--- src/rtl/aux_host_pkg.sv ---
package aux_host_pkg;
  localparam logic [11:0] OFF_CMD   = 12'h100;
  localparam logic [11:0] OFF_WDATA = 12'h104;
  localparam logic [11:0] OFF_ADDR  = 12'h108;
  localparam logic [11:0] OFF_DIV   = 12'h10C;
  localparam logic [11:0] OFF_RDATA = 12'h134;
  localparam logic [11:0] OFF_RCODE = 12'h138;
  localparam logic [11:0] OFF_RCNT  = 12'h13C;
  localparam logic [11:0] OFF_RXB   = 12'h148;
  localparam logic [11:0] OFF_STAT  = 12'h14C;
  localparam logic [11:0] OFF_US    = 12'h154;

  localparam logic [1:0] RESP_OKAY = 2'b00;

  typedef enum logic [3:0] {
    CODE_ACK   = 4'd0,
    CODE_NACK  = 4'd1,
    CODE_DEFER = 4'd2
  } reply_code_e;
endpackage

--- src/rtl/aux_byte_fifo.sv ---
module aux_byte_fifo #(
  parameter int WIDTH = 8,
  parameter int DEPTH = 16
) (
  input  logic             clk_i,
  input  logic             rst_ni,
  input  logic             flush_i,
  input  logic             push_i,
  input  logic [WIDTH-1:0] data_i,
  input  logic             pop_i,
  output logic [WIDTH-1:0] data_o,
  output logic             full_o,
  output logic             empty_o
);
  localparam int PTR_W = $clog2(DEPTH);
  localparam int CNT_W = PTR_W + 1;

  logic [WIDTH-1:0] mem_q [DEPTH];
  logic [PTR_W-1:0] wr_ptr_q, rd_ptr_q;
  logic [CNT_W-1:0] count_q;
  logic do_push, do_pop;

  assign full_o  = (count_q == CNT_W'(DEPTH));
  assign empty_o = (count_q == '0);
  assign do_push = push_i && !full_o;   // full: drop
  assign do_pop  = pop_i && !empty_o;
  assign data_o  = mem_q[rd_ptr_q];

  always_ff @(posedge clk_i) begin
    if (do_push && !flush_i) mem_q[wr_ptr_q] <= data_i;
  end

  always_ff @(posedge clk_i or negedge rst_ni) begin
    if (!rst_ni) begin
      wr_ptr_q <= '0;
      rd_ptr_q <= '0;
      count_q  <= '0;
    end else if (flush_i) begin
      wr_ptr_q <= '0;
      rd_ptr_q <= '0;
      count_q  <= '0;
    end else begin
      if (do_push) wr_ptr_q <= wr_ptr_q + PTR_W'(1);
      if (do_pop)  rd_ptr_q <= rd_ptr_q + PTR_W'(1);
      case ({do_push, do_pop})
        2'b10:   count_q <= count_q + CNT_W'(1);
        2'b01:   count_q <= count_q - CNT_W'(1);
        default: ;
      endcase
    end
  end

  AST_NO_OVERFLOW: assert property (@(posedge clk_i) disable iff (!rst_ni)
    (push_i && full_o && !pop_i && !flush_i) |=> (full_o && count_q == $past(count_q)));
  AST_EMPTY_POP: assert property (@(posedge clk_i) disable iff (!rst_ni)
    (pop_i && empty_o && !push_i && !flush_i) |=> empty_o);
  AST_FLUSH_EMPTIES: assert property (@(posedge clk_i) disable iff (!rst_ni)
    flush_i |=> empty_o);
endmodule

--- src/rtl/aux_tick_gen.sv ---
module aux_tick_gen #(
  parameter int DIV_W = 8,
  parameter int US_W  = 32
) (
  input  logic             clk_i,
  input  logic             rst_ni,
  input  logic [DIV_W-1:0] div_i,
  output logic             tick_o,
  output logic [US_W-1:0]  us_o
);
  logic [DIV_W-1:0] cnt_q, lim;
  logic [US_W-1:0]  us_q;

  // 0 and 1 both mean "every cycle"
  assign lim    = (div_i <= DIV_W'(1)) ? '0 : div_i - DIV_W'(1);
  assign tick_o = (cnt_q >= lim);
  assign us_o   = us_q;

  always_ff @(posedge clk_i or negedge rst_ni) begin
    if (!rst_ni) begin
      cnt_q <= '0;
      us_q  <= '0;
    end else begin
      cnt_q <= tick_o ? '0 : cnt_q + DIV_W'(1);
      if (tick_o) us_q <= us_q + US_W'(1);
    end
  end

  AST_TICK_SPACING: assert property (@(posedge clk_i) disable iff (!rst_ni)
    tick_o |=> (!tick_o || div_i <= DIV_W'(1)));
  AST_US_STEP: assert property (@(posedge clk_i) disable iff (!rst_ni)
    tick_o |=> (us_o == $past(us_o) + US_W'(1)));
  AST_US_HOLD: assert property (@(posedge clk_i) disable iff (!rst_ni)
    !tick_o |=> $stable(us_o));
endmodule

--- src/rtl/aux_host_regs.sv ---
module aux_host_regs
  import aux_host_pkg::*;
#(
  parameter int ADDR_W     = 12,
  parameter int DATA_W     = 32,
  parameter int FIFO_DEPTH = 16,
  parameter int DIV_W      = 8,
  parameter int DIV_RESET  = 100,
  parameter int US_W       = 32,
  parameter int RXCNT_W    = 8,
  parameter int RCNT_W     = 16,
  parameter int AUX_ADDR_W = 20,
  localparam int LENF_W    = $clog2(FIFO_DEPTH),
  localparam int LEN_W     = LENF_W + 1
) (
  input  logic                  clk_i,
  input  logic                  rst_ni,
  input  logic [ADDR_W-1:0]     s_awaddr_i,
  input  logic                  s_awvalid_i,
  output logic                  s_awready_o,
  input  logic [DATA_W-1:0]     s_wdata_i,
  input  logic                  s_wvalid_i,
  output logic                  s_wready_o,
  output logic [1:0]            s_bresp_o,
  output logic                  s_bvalid_o,
  input  logic                  s_bready_i,
  input  logic [ADDR_W-1:0]     s_araddr_i,
  input  logic                  s_arvalid_i,
  output logic                  s_arready_o,
  output logic [DATA_W-1:0]     s_rdata_o,
  output logic [1:0]            s_rresp_o,
  output logic                  s_rvalid_o,
  input  logic                  s_rready_i,
  output logic                  req_valid_o,
  input  logic                  req_ready_i,
  output logic [3:0]            req_cmd_o,
  output logic [AUX_ADDR_W-1:0] req_addr_o,
  output logic [LEN_W-1:0]      req_len_o,
  output logic [7:0]            tx_data_o,
  output logic                  tx_avail_o,
  input  logic                  tx_pop_i,
  input  logic                  rsp_byte_valid_i,
  input  logic [7:0]            rsp_byte_i,
  input  logic                  rsp_done_i,
  input  logic [3:0]            rsp_code_i,
  output logic                  tick_o
);
  localparam int CODE_LSB = 12;

  // host bus
  logic              bvalid_q, rvalid_q;
  logic [DATA_W-1:0] rdata_q, rd_mux;
  logic              wr_en, rd_hs;
  logic [11:0]       waddr, raddr;

  // registers
  logic [3:0]            cmd_code_q;
  logic [LENF_W-1:0]     cmd_lenm1_q;
  logic [AUX_ADDR_W-1:0] aux_addr_q;
  logic [DIV_W-1:0]      div_q;
  logic [3:0]            rcode_q;
  logic [RCNT_W-1:0]     rcnt_q;
  logic [RXCNT_W-1:0]    rxb_q;
  logic                  busy_q, launched_q;
  logic                  wr_cmd, cmd_start;

  // fifos / timebase
  logic       tx_full, tx_empty;
  logic       rx_full, rx_empty, rx_pop;
  logic [7:0] rx_head;
  logic [US_W-1:0] us_cnt;

  assign waddr = 12'(s_awaddr_i);
  assign raddr = 12'(s_araddr_i);

  assign wr_en       = s_awvalid_i && s_wvalid_i && !bvalid_q;
  assign s_awready_o = wr_en;
  assign s_wready_o  = wr_en;
  assign s_bvalid_o  = bvalid_q;
  assign s_bresp_o   = RESP_OKAY;

  assign s_arready_o = !rvalid_q;
  assign rd_hs       = s_arvalid_i && !rvalid_q;
  assign s_rvalid_o  = rvalid_q;
  assign s_rdata_o   = rdata_q;
  assign s_rresp_o   = RESP_OKAY;

  always_ff @(posedge clk_i or negedge rst_ni) begin
    if (!rst_ni) begin
      bvalid_q <= 1'b0;
      rvalid_q <= 1'b0;
      rdata_q  <= '0;
    end else begin
      if (wr_en)                      bvalid_q <= 1'b1;
      else if (s_bready_i)            bvalid_q <= 1'b0;
      if (rd_hs) begin
        rvalid_q <= 1'b1;
        rdata_q  <= rd_mux;
      end else if (s_rready_i) begin
        rvalid_q <= 1'b0;
      end
    end
  end

  assign wr_cmd    = wr_en && (waddr == OFF_CMD);
  assign cmd_start = wr_cmd && !busy_q;   // ignored while busy

  always_ff @(posedge clk_i or negedge rst_ni) begin
    if (!rst_ni) begin
      cmd_code_q  <= '0;
      cmd_lenm1_q <= '0;
      aux_addr_q  <= '0;
      div_q       <= DIV_W'(DIV_RESET);
    end else begin
      if (cmd_start) begin
        cmd_code_q  <= s_wdata_i[CODE_LSB +: 4];
        cmd_lenm1_q <= s_wdata_i[LENF_W-1:0];
      end
      if (wr_en && waddr == OFF_ADDR) aux_addr_q <= s_wdata_i[AUX_ADDR_W-1:0];
      if (wr_en && waddr == OFF_DIV)  div_q      <= s_wdata_i[DIV_W-1:0];
    end
  end

  // request sequencing: no retry after completion
  always_ff @(posedge clk_i or negedge rst_ni) begin
    if (!rst_ni) begin
      busy_q     <= 1'b0;
      launched_q <= 1'b0;
    end else begin
      if (cmd_start) begin
        busy_q     <= 1'b1;
        launched_q <= 1'b0;
      end else if (rsp_done_i) begin
        busy_q     <= 1'b0;
        launched_q <= 1'b0;
      end else if (req_valid_o && req_ready_i) begin
        launched_q <= 1'b1;
      end
    end
  end

  assign req_valid_o = busy_q && !launched_q;
  assign req_cmd_o   = cmd_code_q;
  assign req_addr_o  = aux_addr_q;
  assign req_len_o   = LEN_W'(cmd_lenm1_q) + LEN_W'(1);

  // reply bookkeeping
  always_ff @(posedge clk_i or negedge rst_ni) begin
    if (!rst_ni) begin
      rcode_q <= '0;
      rcnt_q  <= '0;
      rxb_q   <= '0;
    end else begin
      if (rsp_done_i) rcode_q <= rsp_code_i;
      if (wr_en && waddr == OFF_RCNT) rcnt_q <= '0;
      else if (rsp_done_i)            rcnt_q <= rcnt_q + RCNT_W'(1);
      if (cmd_start) rxb_q <= '0;
      else if (rsp_byte_valid_i && busy_q && rxb_q != '1) rxb_q <= rxb_q + RXCNT_W'(1);
    end
  end

  aux_byte_fifo #(.WIDTH(8), .DEPTH(FIFO_DEPTH)) u_tx_fifo (
    .clk_i   (clk_i),
    .rst_ni  (rst_ni),
    .flush_i (1'b0),
    .push_i  (wr_en && waddr == OFF_WDATA),
    .data_i  (s_wdata_i[7:0]),
    .pop_i   (tx_pop_i),
    .data_o  (tx_data_o),
    .full_o  (tx_full),
    .empty_o (tx_empty)
  );
  assign tx_avail_o = !tx_empty;

  assign rx_pop = rd_hs && (raddr == OFF_RDATA);

  aux_byte_fifo #(.WIDTH(8), .DEPTH(FIFO_DEPTH)) u_rx_fifo (
    .clk_i   (clk_i),
    .rst_ni  (rst_ni),
    .flush_i (cmd_start),
    .push_i  (rsp_byte_valid_i && busy_q),
    .data_i  (rsp_byte_i),
    .pop_i   (rx_pop),
    .data_o  (rx_head),
    .full_o  (rx_full),
    .empty_o (rx_empty)
  );

  aux_tick_gen #(.DIV_W(DIV_W), .US_W(US_W)) u_tick (
    .clk_i  (clk_i),
    .rst_ni (rst_ni),
    .div_i  (div_q),
    .tick_o (tick_o),
    .us_o   (us_cnt)
  );

  always_comb begin
    rd_mux = '0;
    unique case (raddr)
      OFF_CMD: begin
        rd_mux[CODE_LSB +: 4]  = cmd_code_q;
        rd_mux[LENF_W-1:0]     = cmd_lenm1_q;
      end
      OFF_ADDR:  rd_mux = DATA_W'(aux_addr_q);
      OFF_DIV:   rd_mux = DATA_W'(div_q);
      OFF_RDATA: rd_mux = rx_empty ? '0 : DATA_W'(rx_head);
      OFF_RCODE: rd_mux = DATA_W'(rcode_q);
      OFF_RCNT:  rd_mux = DATA_W'(rcnt_q);
      OFF_RXB:   rd_mux = DATA_W'(rxb_q);
      OFF_STAT:  rd_mux = DATA_W'(busy_q);
      OFF_US:    rd_mux = DATA_W'(us_cnt);
      default:   rd_mux = '0;
    endcase
  end

  AST_NO_RETRY: assert property (@(posedge clk_i) disable iff (!rst_ni)
    rsp_done_i |=> !req_valid_o);
  AST_REQ_HOLD: assert property (@(posedge clk_i) disable iff (!rst_ni)
    (req_valid_o && !req_ready_i && !rsp_done_i) |=> req_valid_o);
  AST_BUSY_IGNORE: assert property (@(posedge clk_i) disable iff (!rst_ni)
    (busy_q && wr_cmd) |=> ($stable(cmd_code_q) && $stable(cmd_lenm1_q)));
  AST_RCNT_CLEAR: assert property (@(posedge clk_i) disable iff (!rst_ni)
    (wr_en && waddr == OFF_RCNT) |=> (rcnt_q == '0));
  AST_RX_KEEP_FULL: assert property (@(posedge clk_i) disable iff (!rst_ni)
    (rx_full && !rx_pop && !cmd_start) |=> rx_full);
  AST_TX_KEEP_FULL: assert property (@(posedge clk_i) disable iff (!rst_ni)
    (tx_full && !tx_pop_i) |=> tx_full);
endmodule

--- config.mk ---
export PLATFORM = sky130hd
export DESIGN_NAME = aux_host_regs
export DESIGN_NICKNAME = d
export VERILOG_FILES = /design/src/rtl/aux_host_pkg.sv /design/src/rtl/aux_byte_fifo.sv /design/src/rtl/aux_tick_gen.sv /design/src/rtl/aux_host_regs.sv
export SDC_FILE = /design/constraint.sdc
export NUM_CORES = 1
export LEC_CHECK = 0
export ABC_CLOCK_PERIOD_IN_PS = 3790
export BUFFER_PORTS_ARGS = -buffer_cell sky130_fd_sc_hd__buf_2
export CORE_ASPECT_RATIO = 0.75
export CORE_MARGIN = 3
export CORE_UTILIZATION = 49
export DETAILED_ROUTE_END_ITERATION = 7
export GPL_TIMING_DRIVEN = 0
export PLACE_DENSITY = 0.71
export SLEW_MARGIN = 5
export SYNTH_ARGS = -nofsm -noshare
export SYNTH_HDL_FRONTEND = slang
export SYNTH_SLANG_ARGS = --single-unit
--- constraint.sdc ---
create_clock -name clk_i -period 3.79 [get_ports clk_i]
set_input_delay 0.1895 -clock clk_i [delete_from_list [all_inputs] [get_ports clk_i]]
set_output_delay 0.1895 -clock clk_i [all_outputs]
set_load 0.01 [all_outputs]
# After elaboration in Yosys (flattened, before gate mapping)

Memories as Yosys holds them, arrays and structs flattened.
Index checks and enable logic that the tools add are counted.

Output and inout port bits: 81
ROM bits: 0
Memories: 2
Latch bits: 0
Word-level logic and storage cells: 130
Bits of input ports: 79
Register bits: 166
RAM bits: 256

Memory list:

| memory          | words | width | read ports | clocked after Yosys merged registers in | wr ports | line                | text |
|---|---|---|---|---|---|---|---|
| u_rx_fifo.mem_q | 16    | 8     | 1          | 0                                       | 1        | aux_byte_fifo.sv:18 | `logic [WIDTH-1:0] mem_q [DEPTH];` |
| u_tx_fifo.mem_q | 16    | 8     | 1          | 0                                       | 1        | aux_byte_fifo.sv:18 |  |

Bitwise operators: 0
Div/mod/pow operators: 0
Shift operators: 0
Reductions and logical operators: 40
$add $sub $neg: 14
$mul: 0
Mux-type cells: 31
Magnitude comparators: 2
Equal/unequal tests: 21

Operators with widths:

| cell                                                | number |
|---|---|
| == test 12 x 9 -> 1 bit, second input constant      | 14 |
| case mux 16 bit (3 select lines)                    | 1 |
| case mux 8 bit (6 select lines)                     | 1 |
| 2-to-1 mux 8 bit                                    | 5 |
| case mux 4 bit (9 select lines)                     | 1 |
| adder 32 x 1 -> 32 bit, second input constant       | 1 |
| 2-to-1 mux 16 bit                                   | 2 |
| case mux 4 bit (5 select lines)                     | 1 |
| case mux 5 bit (2 select lines)                     | 2 |
| logical AND 1 bit                                   | 19 |
| adder 16 x 1 -> 16 bit, second input constant       | 1 |
| adder 4 x 1 -> 4 bit, second input constant         | 4 |
| adder 8 x 1 -> 8 bit, second input constant         | 2 |
| 2-to-1 mux 4 bit                                    | 4 |
| nonzero test 2 bit                                  | 8 |
| 2-to-1 mux 1 bit                                    | 13 |
| adder 5 x 1 -> 5 bit, second input constant         | 2 |
| == test 5 bit, second input constant                | 2 |
| zero test 5 bit                                     | 2 |
| subtractor 5 x 1 -> 5 bit, second input constant    | 2 |
| zero test 1 bit                                     | 9 |
| >= comparator 8 bit                                 | 1 |
| <= comparator 8 x 1 -> 1 bit, second input constant | 1 |
| != test 8 bit, second input constant                | 1 |
| other kinds (6)                                     | 9 |

# Depth between registers and ports, before layout

Word-level depth: 8
Gate-level depth with buffers: 14
Gate-level depth less buffers: 11

# Hierarchy

A second synthesis with hierarchy kept.

Cells, all modules: 1285
Area total of the unflattened synthesis: 19195.9 um^2

By module, submodules not included:

| module                     | times used | cells each | area an instance (um^2) | sequential area each (um^2) |
|---|---|---|---|---|
| aux_byte_fifo at u_tx_fifo | 1          | 299        | 5957.0                  | 4169.0 |
| aux_byte_fifo at u_rx_fifo | 1          | 302        | 5954.5                  | 4169.0 |
| aux_host_regs              | 1          | 460        | 4912.2                  | 2506.2 |
| aux_tick_gen               | 1          | 224        | 2372.3                  | 1001.0 |

# Least setup slack after synthesis

Ideal clock, no wire load.

Path type: register -> register
From: register u_tx_fifo.count_q[1]
To: register u_tx_fifo.count_q[4]
Path slack: 0.773 ns
Setup time: 0.080 ns
Clock period less this slack: 3.017 ns
Required time: 3.710 ns
Arrival: 2.937 ns
Path buffers: 2
Stages on the path, launching flop included: 14
Path through: dfrtp_1 or4_1 o21ai_0 or4_1 clkbuf_1 buf_2 ha_1 inv_1 fa_1 nor2b_1 o21ai_0 and3_1 nor3_1 xnor2_1

Longest elaborated chain between the ends: 5
Elaborated cells between the ends (all ways): 12
Classes of those cells: add/sub (2); eq/ne (3); mux (1); reduce/logical (6)

RTL lines:

| what                                                                  | line                                     | text |
|---|---|---|
| start: declaration                                                    | aux_byte_fifo.sv:20                      | `logic [CNT_W-1:0] count_q;` |
| start signal: assignment                                              | aux_byte_fifo.sv:46                      | `2'b10: count_q <= count_q + CNT_W'(1);` |
| start signal: assignment                                              | aux_byte_fifo.sv:47                      | `2'b01: count_q <= count_q - CNT_W'(1);` |
| == test 5 bit or zero test 5 bit (tied branches)                      | aux_byte_fifo.sv:23, aux_byte_fifo.sv:24 |  |
| zero test 1 bit, on equally long branches                             | aux_byte_fifo.sv:25, aux_byte_fifo.sv:26 |  |
| logical AND 1 bit, on equally long branches                           | aux_byte_fifo.sv:25, aux_byte_fifo.sv:26 |  |
| == test 2 x 1 -> 1 bit or == test 2 bit (tied branches)               | aux_byte_fifo.sv:45                      | `case ({do_push, do_pop})` |
| case mux 5 bit (2 select lines) or nonzero test 2 bit (tied branches) | -                                        |  |

Several ways; a longest one is shown, not always the timed one.
A chain may end at the register's enable or synchronous reset.

# Final worst setup path

From: register div_q[0]
To: output tick_o

Longest elaborated chain between the ends: 3
Elaborated cells between the ends (all ways): 4
Classes of those cells: add/sub (1); order compare (2); mux (1)

RTL lines:

| what                                                                      | line                 | text |
|---|---|---|
| start: declaration                                                        | aux_host_regs.sv:60  | `logic [DIV_W-1:0] div_q;` |
| start signal: assignment                                                  | aux_host_regs.sv:113 | `div_q <= DIV_W'(DIV_RESET);` |
| start signal: assignment                                                  | aux_host_regs.sv:120 | `if (wr_en && waddr == OFF_DIV) div_q <= s_wdata_i[DIV_W-1:0];` |
| subtractor 8 x 1 -> 8 bit or <= comparator 8 x 1 -> 1 bit (tied branches) | aux_tick_gen.sv:15   | `assign lim = (div_i <= DIV_W'(1)) ? '0 : div_i - DIV_W'(1);` |
| 2-to-1 mux 8 bit *                                                        | aux_tick_gen.sv:15   |  |
| >= comparator 8 bit *                                                     | aux_tick_gen.sv:16   | `assign tick_o = (cnt_q >= lim);` |
| end: declaration                                                          | aux_host_regs.sv:46  | `output logic tick_o` |

Every way passes the cells marked *; elsewhere a longest branch is shown, timed or not.

==> run metrics <==
status=complete, no violations; min cycle time layout=3540 ps; post-synth cell types=77; syn_area_per_cell=14.2 um^2; NumNets Final=1,655; Clock Pin Slew Worst Setup and Hold Paths=60 ps; pwr/cell area=514 nW/um^2; chip height=176 um; Worst Tran Pin Value=1440 ps; CTS H-tree depth=2; Slowest-stage cell, CP=dfrtp_1; Crit Path Category=flop to output pin; min-delay src=rsp_byte_i[2]; hold endpoint=u_rx_fifo.mem_q[15][2]; layout cells sized above 1=0.259; HPWL after DPL=33,900 um; area of the core=37,500 um^2; final wirelength=48,000 um; DRT antenna net count=0; Tightest Hold Check Type=input port to flop; Worst R2R End=u_tx_fifo.count_q[4]; Critical R2R Launch=u_tx_fifo.count_q[1]; DR vias=12,300; worst path cell trace=inv_1 -> ha_1 -> nor2_1 -> or3_4 -> nand2_1 -> ha_1 -> o21a_1 -> nor2_1 -> clkbuf_1 -> nor2_1 -> clkbuf_4 -> buf_2; Hold Path Cell Cnt=1; number of synthesized flops with an enable pin=256; post-CTS setup buffer count=0; final setup violating endpoints=0; 1st-iter DRT viols=1,415; Sw Pwr=2.99 mW; vias in the first global route=12,000; Die Area=40,900 um^2; Die W=232 um; CTS tree=built; PortBufs=141; # rows=61; Setup Skew=34.7 ps; Post-synth ARST share=0.393; root cell of the clock tree=clkbuf_16; CP max stage delay=460 ps; Slew Viols, Final=0; CTS sink count=422; drt via density=5.91; top post-synthesis cells by area=edfxtp_1, dfrtp_1, mux4_2, mux2_2, xor2_1; Combinational Power Share=0.169; share of Yosys cell area claimed by the top area cell type=0.408; Critical Path AT=3350 ps; Finished Cell Area=22,000 um^2; number of buffers and inverters on the critical path=4; cells after synthesis=1,324; placed cell area=20,400 um^2; Max Clock Freq=283 MHz; Final Hold Fails=0; crit-path max FO=10; startpoint types=flop; Clk pwr share=0.369; crit-path leading delay family=buffers and inverters; final RePlAce weighted congestion=0.918; #FFs+latches synth=422; starting density of the core=0.503; I/O pin total=160; fin crit share=0.933; worst endpoint required time=3600 ps; TritonRoute pass-1 iters=6; sequential area share after synthesis=0.628; FF-to-FF path depth=12; FF-to-FF setup slack=280 ps; dominant synthesized flop cell=edfxtp_1; Sw Share=0.264; crit-path most repeated cell=nor2_1; initial antenna violation count=3; gr usage total=0.234; number of remaining DRC errors=0; Tot Pwr=11.3 mW; Internal=8.33 mW; number of buffers created by CTS=40; largest net degree at the start of global routing=98; final global-route overflow total=0; sequential power share=0.462; total number of yosys warnings=0; P_leak=8.67 nW; Max Cap Viol=0; Mapped Area=18,900 um^2; Layout area overhead=16.7%; Rel. slew slack=0.0289; Peak VDD IR=0.000415 V; Routed WL per cell=23.1 um; cell taking the most area after synthesis=edfxtp_1; Clock Latency Late Sink=560 ps; first-pass GRT wire length=72,500 um; Worst setup EP type=output pin; CTS Buffer Depth=3
-- power by group through the flow --
stage,clock network (mW),logic (mW),registers (mW)
3_3_place_gp,0,1.84,5.31
2_1_floorplan,0,1.26,5.27
6_report,4.17,1.91,5.23
3_5_place_dp,0,1.89,5.32
4_1_cts,4.23,1.92,5.22
5_1_grt,4.43,2.09,5.25
-- synthesized netlist by cell type, types with 4 or more instances --
cell type / count
a21o_1: 5
a21oi_1: 17
a221oi_1: 7
a222oi_1: 9
a32o_1: 6
a32oi_1: 6
and2_1: 18
and3_1: 10
and4_1: 7
buf_1: 7
buf_2: 25
buf_4: 8
clkbuf_1: 35
dfrtp_1: 163
edfxtp_1: 256
ha_1: 32
inv_1: 35
mux2_2: 48
mux2i_1: 16
mux4_2: 67
nand2_1: 115
nand2b_1: 10
nand3_1: 30
nand4_1: 18
nor2_1: 76
nor2b_1: 12
nor3_1: 23
nor3b_1: 6
nor4_1: 33
nor4b_1: 7
o211ai_1: 4
o21ai_0: 24
o21ai_1: 19
o22ai_1: 8
o31ai_1: 6
or3_1: 9
or4_1: 5
xnor2_1: 26
xor2_1: 55
-- cell type report --
| type | instances | area [um^2] |
|---|---|---|
| Fill cell | 2875 | 15500 |
| Sequential cell | 422 | 11800 |
| Multi-Input combinational cell | 792 | 6610 |
| Clock buffer | 56 | 1160 |
| Timing Repair Buffer | 175 | 1040 |
| Tap cell | 504 | 631 |
| Buffer | 76 | 375 |
| Clock inverter | 18 | 208 |
| Inverter | 35 | 131 |
| Antenna cell | 3 | 7.51 |
-- stage by stage --
step                      setup TNS [ps]  worst slack [ps]  hold WS, ps  utilization  instances
after global routing               -4.92             -4.92         28.7        0.587       2081
after global placement            -28430              -197          374        0.539       1972
after detailed placement               0               103          202        0.544       1985
after CTS                              0              26.6         11.4        0.587       2080
after floorplan                        0               773         -106            -       1327
final                                  0               254         36.5        0.587       2081
-- worst register-to-register path, delay by kind of cell, from the launching register on --
kind                     cells  cell delay, ps
XOR/XNOR                     1             150
AO/OA/AOI/OAI                2             360
adder cells (fa/ha/maj)      2             670
buffers and inverters        2             440
AND/OR/NAND/NOR              5            1400
flip-flops                   1             410
-- routing by layer --
layer	routed length (um)	share of wire	track usage	up-vias
met1	20900	0.44	0.353	6258
met2	21500	0.45	0.340	533
met5	0	0	0	-
li1	-	-	-	5438
met3	4410	0.092	0.0561	75
met4	1180	0.025	0.0687	0
-- worst max-delay path by stage --
stage / cells past startpoint / to / slack (ps) / from
final: 12 / tick_o / 250 / div_q[0]
after global routing: 12 / tick_o / -5 / div_q[0]
after CTS: 12 / tick_o / 30 / div_q[4]
after detailed placement: 13 / u_tx_fifo.count_q[4] / 100 / u_tx_fifo.count_q[1]
after global placement: 1 / u_rx_fifo.wr_ptr_q[0] / -200 / rst_ni
after floorplan: 13 / u_tx_fifo.count_q[4] / 770 / u_tx_fifo.count_q[1]
-- state kept, by name, indices dropped and copies added (netlist names), 4 cells and up --
| name | count |
|---|---|
| u_tx_fifo.mem_q | 128 |
| cmd_lenm1_q | 4 |
| s_rdata_o | 32 |
| rcnt_q | 16 |
| rcode_q | 4 |
| u_tx_fifo.wr_ptr_q | 4 |
| u_rx_fifo.rd_ptr_q | 4 |
| u_tx_fifo.count_q | 5 |
| u_rx_fifo.mem_q | 128 |
| u_rx_fifo.count_q | 5 |
| u_tx_fifo.rd_ptr_q | 4 |
| u_tick.us_o | 32 |
| req_cmd_o | 4 |
| u_rx_fifo.wr_ptr_q | 4 |
| rxb_q | 8 |
| u_tick.cnt_q | 8 |
| req_addr_o | 20 |
| div_q | 8 |
-- timing repair --
action | in CTS | in global routing
gates cloned | 0 | 0
pin swaps | 0 | 1
resized for setup | 3 | 4
endpoints found under the setup margin | 1 | 9
hold endpoints to repair | 93 | 0
hold buffers | 21 | 0
-- cells by family (layout without fill, tap and decap cells) --
| group | Yosys count | in the layout | synth area share |
|---|---|---|---|
| AO/OA/AOI/OAI | 135 | 135 | 0.0495 |
| XOR/XNOR | 81 | 81 | 0.0376 |
| adder cells (fa/ha/maj) | 34 | 34 | 0.0234 |
| buffers and inverters | 113 | 360 | 0.0269 |
| flip-flops | 422 | 422 | 0.628 |
| multiplexers | 131 | 131 | 0.117 |
| other | 1 | 7 | 0.000199 |
| AND/OR/NAND/NOR | 407 | 407 | 0.117 |
-- cell usage in the layout, fill, tap and decap left out, types with 42 or more instances in the layout --
master,instances
edfxtp_1,256
buf_2,164
dfrtp_1,163
nand2_1,115
nor2_1,76
mux4_2,67
xor2_1,55
mux2_2,48
clkbuf_16,43
clkbuf_1,42
Note: power is estimated with default switching activity, not from simulation.
